$ cat src/rtl/rtc_alarm_pkg.sv
package rtc_alarm_pkg;
    localparam int BYTE_W   = 8;
    localparam int N_FLD    = 4;
    localparam int SEL_W    = $clog2(N_FLD);
    localparam int MASK_BIT = BYTE_W - 1;

    typedef logic [BYTE_W-1:0] bcd_t;
    typedef logic [N_FLD-1:0][BYTE_W-1:0] fld_vec_t;

    typedef enum logic [2:0] {
        RATE_MONTH,
        RATE_DAY,
        RATE_HOUR,
        RATE_MIN,
        RATE_SEC
    } rate_e;

    // field index: 0 seconds, 1 minutes, 2 hours, 3 date
    function automatic int unsigned fld_width(int unsigned f);
        return (f < 2) ? 7 : 6;
    endfunction

    function automatic int unsigned bcd_dec(bcd_t v, int unsigned w);
        bcd_t m;
        m = v & bcd_t'((1 << w) - 1);
        return int'(m[7:4]) * 10 + int'(m[3:0]);
    endfunction

    function automatic logic fld_ok(int unsigned f, bcd_t v);
        case (f)
            0, 1:    return bcd_dec(v, 7) <= 59;
            2:       return bcd_dec(v, 6) <= 23;
            default: return v[5:0] != 6'd0;
        endcase
    endfunction
endpackage

$ cat src/rtl/rtc_alarm_regs.sv
module rtc_alarm_regs
    import rtc_alarm_pkg::*;
(
    input  logic             clk,
    input  logic             rst_n,
    input  logic             wr_en,
    input  logic [SEL_W-1:0] wr_sel,
    input  bcd_t             wr_data,
    output fld_vec_t         alm_o
);
    typedef struct packed {
        fld_vec_t alm;
    } regs_t;

    regs_t st_d, st_q;

    always_comb begin
        st_d = st_q;
        for (int f = 0; f < N_FLD; f++) begin
            if (wr_en && (wr_sel == SEL_W'(f)) && fld_ok(f, wr_data)) begin
                st_d.alm[f] = wr_data;
            end
        end
    end

    always_ff @(posedge clk or negedge rst_n) begin
        if (!rst_n) begin
            st_q <= '0;
        end else begin
            st_q <= st_d;
        end
    end

    assign alm_o = st_q.alm;
endmodule

$ cat src/rtl/rtc_alarm_cmp.sv
module rtc_alarm_cmp
    import rtc_alarm_pkg::*;
(
    input  fld_vec_t alm_i,
    input  fld_vec_t cur_i,
    output rate_e    rate_o,
    output logic     match_o
);
    logic [N_FLD-1:0] eq;
    logic [N_FLD-1:0] msk;

    for (genvar g = 0; g < N_FLD; g++) begin : g_fld
        localparam int W = fld_width(g);
        assign eq[g]  = (alm_i[g][W-1:0] == cur_i[g][W-1:0]);
        assign msk[g] = alm_i[g][MASK_BIT];
    end

    always_comb begin
        case (msk)
            4'b0000: rate_o = RATE_MONTH;
            4'b1000: rate_o = RATE_DAY;
            4'b1100: rate_o = RATE_HOUR;
            4'b1110: rate_o = RATE_MIN;
            default: rate_o = RATE_SEC;
        endcase
    end

    always_comb begin
        case (rate_o)
            RATE_MONTH: match_o = &eq;
            RATE_DAY:   match_o = &eq[2:0];
            RATE_HOUR:  match_o = &eq[1:0];
            RATE_MIN:   match_o = eq[0];
            default:    match_o = 1'b1;
        endcase
    end
endmodule

$ cat src/rtl/rtc_alarm_match.sv
module rtc_alarm_match
    import rtc_alarm_pkg::*;
(
    input  logic       clk,
    input  logic       rst_n,
    input  logic       tick_1hz,
    input  logic       irq_en,
    input  logic [7:0] cur_sec,
    input  logic [7:0] cur_min,
    input  logic [7:0] cur_hour,
    input  logic [7:0] cur_date,
    input  logic       wr_en,
    input  logic [1:0] wr_sel,
    input  logic [7:0] wr_data,
    output logic       irq
);
    typedef struct packed {
        logic irq;
    } out_t;

    fld_vec_t alm_regs;
    fld_vec_t cur_pack;
    rate_e    rate;
    logic     hit;
    out_t     st_d, st_q;

    assign cur_pack = {cur_date, cur_hour, cur_min, cur_sec};

    rtc_alarm_regs u_regs (
        .clk    (clk),
        .rst_n  (rst_n),
        .wr_en  (wr_en),
        .wr_sel (wr_sel),
        .wr_data(wr_data),
        .alm_o  (alm_regs)
    );

    rtc_alarm_cmp u_cmp (
        .alm_i  (alm_regs),
        .cur_i  (cur_pack),
        .rate_o (rate),
        .match_o(hit)
    );

    always_comb begin
        st_d     = st_q;
        st_d.irq = tick_1hz && hit && irq_en;
    end

    always_ff @(posedge clk or negedge rst_n) begin
        if (!rst_n) begin
            st_q <= '0;
        end else begin
            st_q <= st_d;
        end
    end

    assign irq = st_q.irq;
endmodule

$ cat config.mk
export PLATFORM = sky130hd
export DESIGN_NAME = rtc_alarm_match
export DESIGN_NICKNAME = d
export VERILOG_FILES = /design/src/rtl/rtc_alarm_pkg.sv /design/src/rtl/rtc_alarm_regs.sv /design/src/rtl/rtc_alarm_cmp.sv /design/src/rtl/rtc_alarm_match.sv
export SDC_FILE = /design/constraint.sdc
export NUM_CORES = 1
export LEC_CHECK = 0
export BUFFER_PORTS_ARGS = -buffer_cell sky130_fd_sc_hd__buf_2
export CAP_MARGIN = 20
export CELL_PAD_IN_SITES_DETAIL_PLACEMENT = 1
export CELL_PAD_IN_SITES_GLOBAL_PLACEMENT = 1
export CORE_ASPECT_RATIO = 0.6
export CORE_UTILIZATION = 37
export CTS_CLUSTER_SIZE = 12
export DETAILED_ROUTE_END_ITERATION = 16
export PLACE_DENSITY_LB_ADDON = 0.1
export SETUP_SLACK_MARGIN = 0.2
export SLEW_MARGIN = 30
export SYNTH_ARGS = -nofsm -noshare
export SYNTH_HDL_FRONTEND = slang
export SYNTH_SLANG_ARGS = --single-unit
$ cat constraint.sdc
create_clock -name clk -period 1.6 [get_ports clk]
set_clock_uncertainty 0.2 [all_clocks]
set_input_delay 0.24 -clock clk [delete_from_list [all_inputs] [get_ports clk]]
set_output_delay 0.24 -clock clk [all_outputs]
set_load 0.01 [all_outputs]
* Word-level counts from Yosys, hierarchy flattened *
Index checks and enable logic that the tools add are counted.

cells by class
  add/subtract/negate cells = 2
  multipliers = 2
  div/mod/pow operators = 0
  order comparisons = 2
  equality and inequality tests = 13
  shift operators = 0
  mux-type cells = 2
  bitwise logic cells = 0
  reduce and logical (&&, ||, !) cells = 17

operators by type and width
  kind                                                   number
  adder 32 x 5 -> 32 bit                                 2
  <= comparator 32 x 5 -> 1 bit (second input constant)  1
  <= comparator 32 x 6 -> 1 bit (second input constant)  1
  == test 7 bit                                          2
  == test 4 bit (second input constant)                  3
  == test 6 bit                                          2
  one-hot mux 3 bit (4 select lines)                     1
  logical AND 1 bit                                      10
  == test 3 x 2 -> 1 bit (second input constant)         2
  multiplier 3 x 3 -> 6 bit (second input constant)      1
  nonzero test 6 bit                                     1
  multiplier 2 x 3 -> 5 bit (second input constant)      1
  == test 2 bit (second input constant)                  2
  logical NOT 4 bit                                      1
  one-hot mux 1 bit (4 select lines)                     1
  AND reduction 4 bit                                    1
  == test 3 x 1 -> 1 bit (second input constant)         1
  logical NOT 3 bit                                      1
  AND reduction 3 bit                                    1
  == test 2 x 1 -> 1 bit (second input constant)         1
  logical NOT 2 bit                                      1
  AND reduction 2 bit                                    1

word-level totals
  register bits after elaboration = 33
  bits in latches = 0
  bits in writable memories = 0
  memory bits (read-only) = 0
  output and inout bits = 1
  logic and storage cells = 43
  memories kept = 0

* Depth between registers and ports, before layout *
  depth in word-level cells = 6
  gate-level depth with buffers = 8
  depth with buffers taken out = 8

* Hierarchy *
A second synthesis with hierarchy kept.

unflattened totals
  cell total of the unflattened synthesis = 147
  area total of the unflattened synthesis = 1866.8 um^2

by module, submodules not included
  module           times used  cells each  area each (um^2)
  rtc_alarm_regs   1           104         1495.2
  rtc_alarm_cmp    1           41          340.3
  rtc_alarm_match  1           2           31.3

* Worst setup path after synthesis *
Ideal clock, no wire load.

  path type = in2reg
  start = input wr_data[1]
  end = register u_regs.st_q (netlist bit u_regs.alm_o[0])
  arrival time = 2328 ps
  data required time = 1275 ps
  slack = -1053 ps
  stages on the path = 7
  path buffers = 0
  path through = ha_1 fa_1 and2_4 a211oi_2 a21oi_2 a2111oi_4 mux2_2

between the ends
  word-level cells in the longest chain between the ends = 3

ends and longest elaborated chain
  item                           line                   text
  start: declaration             rtc_alarm_match.sv:14  input logic [7:0] wr_data,
  adder 32 x 5 -> 32 bit         rtc_alarm_pkg.sv:26    return int'(m[7:4]) * 10 + int'(m[3:0]);
  <= comparator 32 x 6 -> 1 bit  rtc_alarm_pkg.sv:31    0, 1: return bcd_dec(v, 7) <= 59;
  logical AND 1 bit              rtc_alarm_regs.sv:20   if (wr_en && (wr_sel == SEL_W'(f)) && fld_ok(f, wr_data)) begin
  end signal: assignment         rtc_alarm_regs.sv:30   st_q <= st_d;
  end: declaration               rtc_alarm_regs.sv:15   regs_t st_d, st_q;

Every way passes these cells.
A chain may end at the register's enable or synchronous reset.

* Worst setup path in the final report *
  start = input wr_data[4]
  end = register u_regs.st_q (netlist bit u_regs.alm_o[15])

between the ends
  word-level cells in the longest chain between the ends = 4

ends and longest elaborated chain
  item                           line
  multiplier 3 x 3 -> 6 bit      rtc_alarm_pkg.sv:26
  adder 32 x 5 -> 32 bit         rtc_alarm_pkg.sv:26
  <= comparator 32 x 6 -> 1 bit  rtc_alarm_pkg.sv:31
  logical AND 1 bit              rtc_alarm_regs.sv:20

Every way passes these cells.

==> results.py <==
metrics = {
    "yosys": {
        "synth_seq_cells": 31,
        "yosysUniqueCellTypes": 35,
        "avgSynthCellArea_sq_um": 11.58,
        "ys.warnings.count": 0,
        "synth_area_sq_mm": 0.001853,
        "yosysSeqAreaShare_pct": 41.86,
        "syn_nets": 216,
        "synth_cells": 160,
    },
    "grt": {
        "grt_pass1_vias": 1748,
        "grt_antenna_before_repair": 0,
        "track_usage_pct": 24.00,
        "grt_overflow": 0,
        "grt_max_degree": 32,
        "grt_first_pass_wirelength_um": 9232,
    },
    "power": {
        "seq_power_share_pct": 39.0,
        "peakVddDrop_v": 0.0005081,
        "power_density_mw_per_mm2": 1040,
        "leakage_nw": 1.215,
        "swShare_pct": 31.83,
        "p_int_mw": 2.010,
        "clockPowerShare_pct": 23.7,
        "finalPower_mw": 2.949,
        "netSwitchingPower_uw": 938.9,
        "p_comb_share_pct": 37.4,
    },
    "floorplanning": {
        "die_y_um": 56.82,
        "top_level_ports": 48,
        "core-area_sq_mm": 0.004683,
        "start_util_pct": 39.57,
        "fp.dieW_um": 93.36,
        "rows": 19,
        "die_area_sq_mm": 0.005304,
    },
    "finish": {
        "fillCellCount": 484,
        "num_antenna_cells": 0,
        "synthToLayoutAreaGrowth_pct": 53.07,
        "drive_gt1_share_pct": 59.83,
        "nets": 294,
        "seq_area_sq_um": 775.7,
        "multi_input_area_sq_mm": 0.001364,
    },
    "sta": {
        "fmax_mhz": 431.0,
        "setup_viol_count_final": 24,
        "tightest_slew_ns": 0.4099,
        "rsz0062_at_grt": "true",
        "finalCritPeriodShare_pct": 145.0,
        "report.final.slew_viol_count": 0,
        "hold_violations": 0,
        "relSlewSlack_pct": 72.67,
        "fin_crit_ns": 2.320,
        "fin_ws_ns": -0.7203,
        "whs_ns": 0.06578,
        "setup-tns-final_ns": -14.24,
    },
    "clocking": {
        "cts-root-buf": "clkbuf_8",
        "cts_tree": "done",
        "cts_sinks": 31,
        "cts.htree.levels": 2,
        "clk_pin_slew_ns": 0.07,
        "cts_buffers": 5,
        "clkLatencyLatePin_ns": 0.28,
        "cts_buffer_depth": 2,
    },
    "route": {
        "wire_per_inst_um": 20.66,
        "highest_layer": "met4",
        "drt_iter0_drc": 67,
        "routed-wl-met2_um": 2970,
        "drt_wl_total_um": 6239,
        "viasPerCell": 5.219,
        "drt_first_pass_iters": 4,
        "route.met3.wl_um": 384,
        "wirelength_met1_um": 2831,
        "drtAntennaViolNets": 0,
        "drc": 0,
        "vias": 1576,
    },
    "worst_hold_path": {
        "min_path_type": "input port to register",
    },
    "placed_design": {
        "place_hpwl_um": 4191,
        "gp_congestion": 0.8261,
        "portBuffers": 41,
    },
    "status": {
        "run_status": "complete, but fails checks",
        "violations": "setup timing",
    },
    "critical_path": {
        "cp-start-kind": "input port",
        "reg2reg_slack_ns": -0.14,
        "critical_path.cell_chain": "buf_8 > ha_4 > fa_2 > buf_4 > buf_6 > nor2b_2 > a21oi_4 > o221ai_4 > a211oi_2 > buf_6 > mux2_4",
        "crit_top_cell": "buf_6",
        "critPathMaxFanout": 8,
        "cp_data_arrival_time_ns": 2.29,
        "crit_type": "input port to register",
        "cp-end-kind": "register",
        "cpPeakStageDelay_ns": 0.40,
        "cp_slowest_cell": "fa_2",
        "crit_required_ns": 1.57,
    },
    "run": {
        "drv_cap": 0,
    },
}
[registers in the layout (all words and copies together), names as in the netlist]
signal and count:
irq 1, u_regs.alm_o 30
[power groups by stage]
stage | sequential (mW) | clock (mW) | combinational [mW]
after floorplan | 1.12 | 0 | 0.559
after global placement | 1.14 | 0 | 0.847
after detailed placement | 1.15 | 0 | 0.894
after CTS | 1.14 | 0.710 | 0.971
after global routing | 1.17 | 0.750 | 1.19
final | 1.15 | 0.698 | 1.10
[critical path, delay by kind of cell]
kind	cells	cell delay, ns
buf+inv	4	0.57
mux	1	0.31
simple gates	1	0.18
fa+ha+maj	2	0.56
compound gates	3	0.41
[cell usage after synthesis (all sizes together)]
cell type / number / area (sq um)
clkbuf: 2 / 7.510
nand2: 7 / 26.28
o21ai: 3 / 15.01
nand3b: 1 / 7.510
nand3: 2 / 10.01
o211ai: 1 / 7.510
o22ai: 4 / 25.02
ha: 8 / 100.1
xnor2: 20 / 175.2
nor2b: 2 / 15.02
or4: 1 / 7.510
mux2: 27 / 304.0
a21boi: 1 / 7.510
o21a: 1 / 7.510
nand4b: 2 / 17.52
o2111ai: 1 / 8.760
a32o: 1 / 10.01
o32ai: 1 / 8.760
o221ai: 1 / 15.01
a21oi: 6 / 33.78
nor4: 4 / 25.02
a2111oi: 1 / 27.53
nand4: 5 / 31.28
and2: 3 / 22.53
nor3: 2 / 10.01
xor2: 7 / 61.31
a211oi: 2 / 25.02
dfrtp: 31 / 775.7
fa: 1 / 20.02
inv: 7 / 26.28
nor2: 5 / 18.77
[path summary, 6_finish.rpt]
check                           depth (start not counted)                to              from
worst max-delay path                                   11  u_regs.alm_o[15]        wr_data[4]
worst min-delay path                                    2   u_regs.alm_o[7]        wr_data[7]
worst max register to register                          5               irq  u_regs.alm_o[23]
worst min register to register                          1  u_regs.alm_o[27]  u_regs.alm_o[27]
max in group asynchronous                               3   u_regs.alm_o[8]             rst_n
min in group asynchronous                               3  u_regs.alm_o[16]             rst_n
[placed cells by master, fill, tap and decap left out, types with 2 or more instances in the layout]
cell type  instances
nand2_1            7
a21oi_1            2
a21oi_4            2
a211oi_2           2
mux2_4            16
nor2_4             2
o22ai_2            3
ha_4               7
xnor2_1           19
buf_6              7
clkbuf_8           7
buf_4             26
xor2_1             6
nand4_1            5
nor4_4             3
o21ai_1            2
a21oi_2            2
buf_2             37
nand4b_1           2
dfrtp_1           31
inv_1              7
mux2_2            11
nor2_1             3
[repair_timing]
action | 4_1_cts | 5_1_grt
buffers inserted | 3 | 1
hold endpoints to repair | 31 | 0
gates resized for setup | 24 | 28
hold buffers | 1 | 0
endpoints found under the setup margin | 25 | 31
pin swaps | 12 | 10
[area by class of cell]
cell class / count / share of cell area, %
Timing Repair Buffer: 73 / 17.34
Inverter: 7 / 0.9263
Multi-Input combinational cell: 120 / 48.08
Sequential cell: 31 / 27.35
Tap cell: 63 / 2.779
Clock buffer: 8 / 3.529
[metrics by stage]
step	util, %	worst slack (ns)	area [sq um]	std cells
after global placement	52.12	-1.092	2441	289
after global routing	60.57	-0.8095	2836	302
after CTS	57.15	-0.7012	2676	301
after floorplan	-	-1.012	1964	160
after detailed placement	52.12	-1.204	2441	289
final	60.57	-0.7203	2836	302
[per-layer routing]
metal | GRT usage, % | up-vias
met5 | 0 | -
met3 | 4.472 | 6
met4 | 7.253 | 0
li1 | - | 735
met1 | 32.00 | 783
met2 | 39.71 | 52
[kinds of logic after synthesis]
family                     synth area share (%)
muxes                                     16.41
DFF                                       41.86
AOI/OAI and AO/OA                         10.33
and+or+nand+nor                           10.33
buffers and inverters                     1.824
adders and majority gates                 6.482
xor gates and xnor gates                  12.76
(Power assumes the default switching activity.)
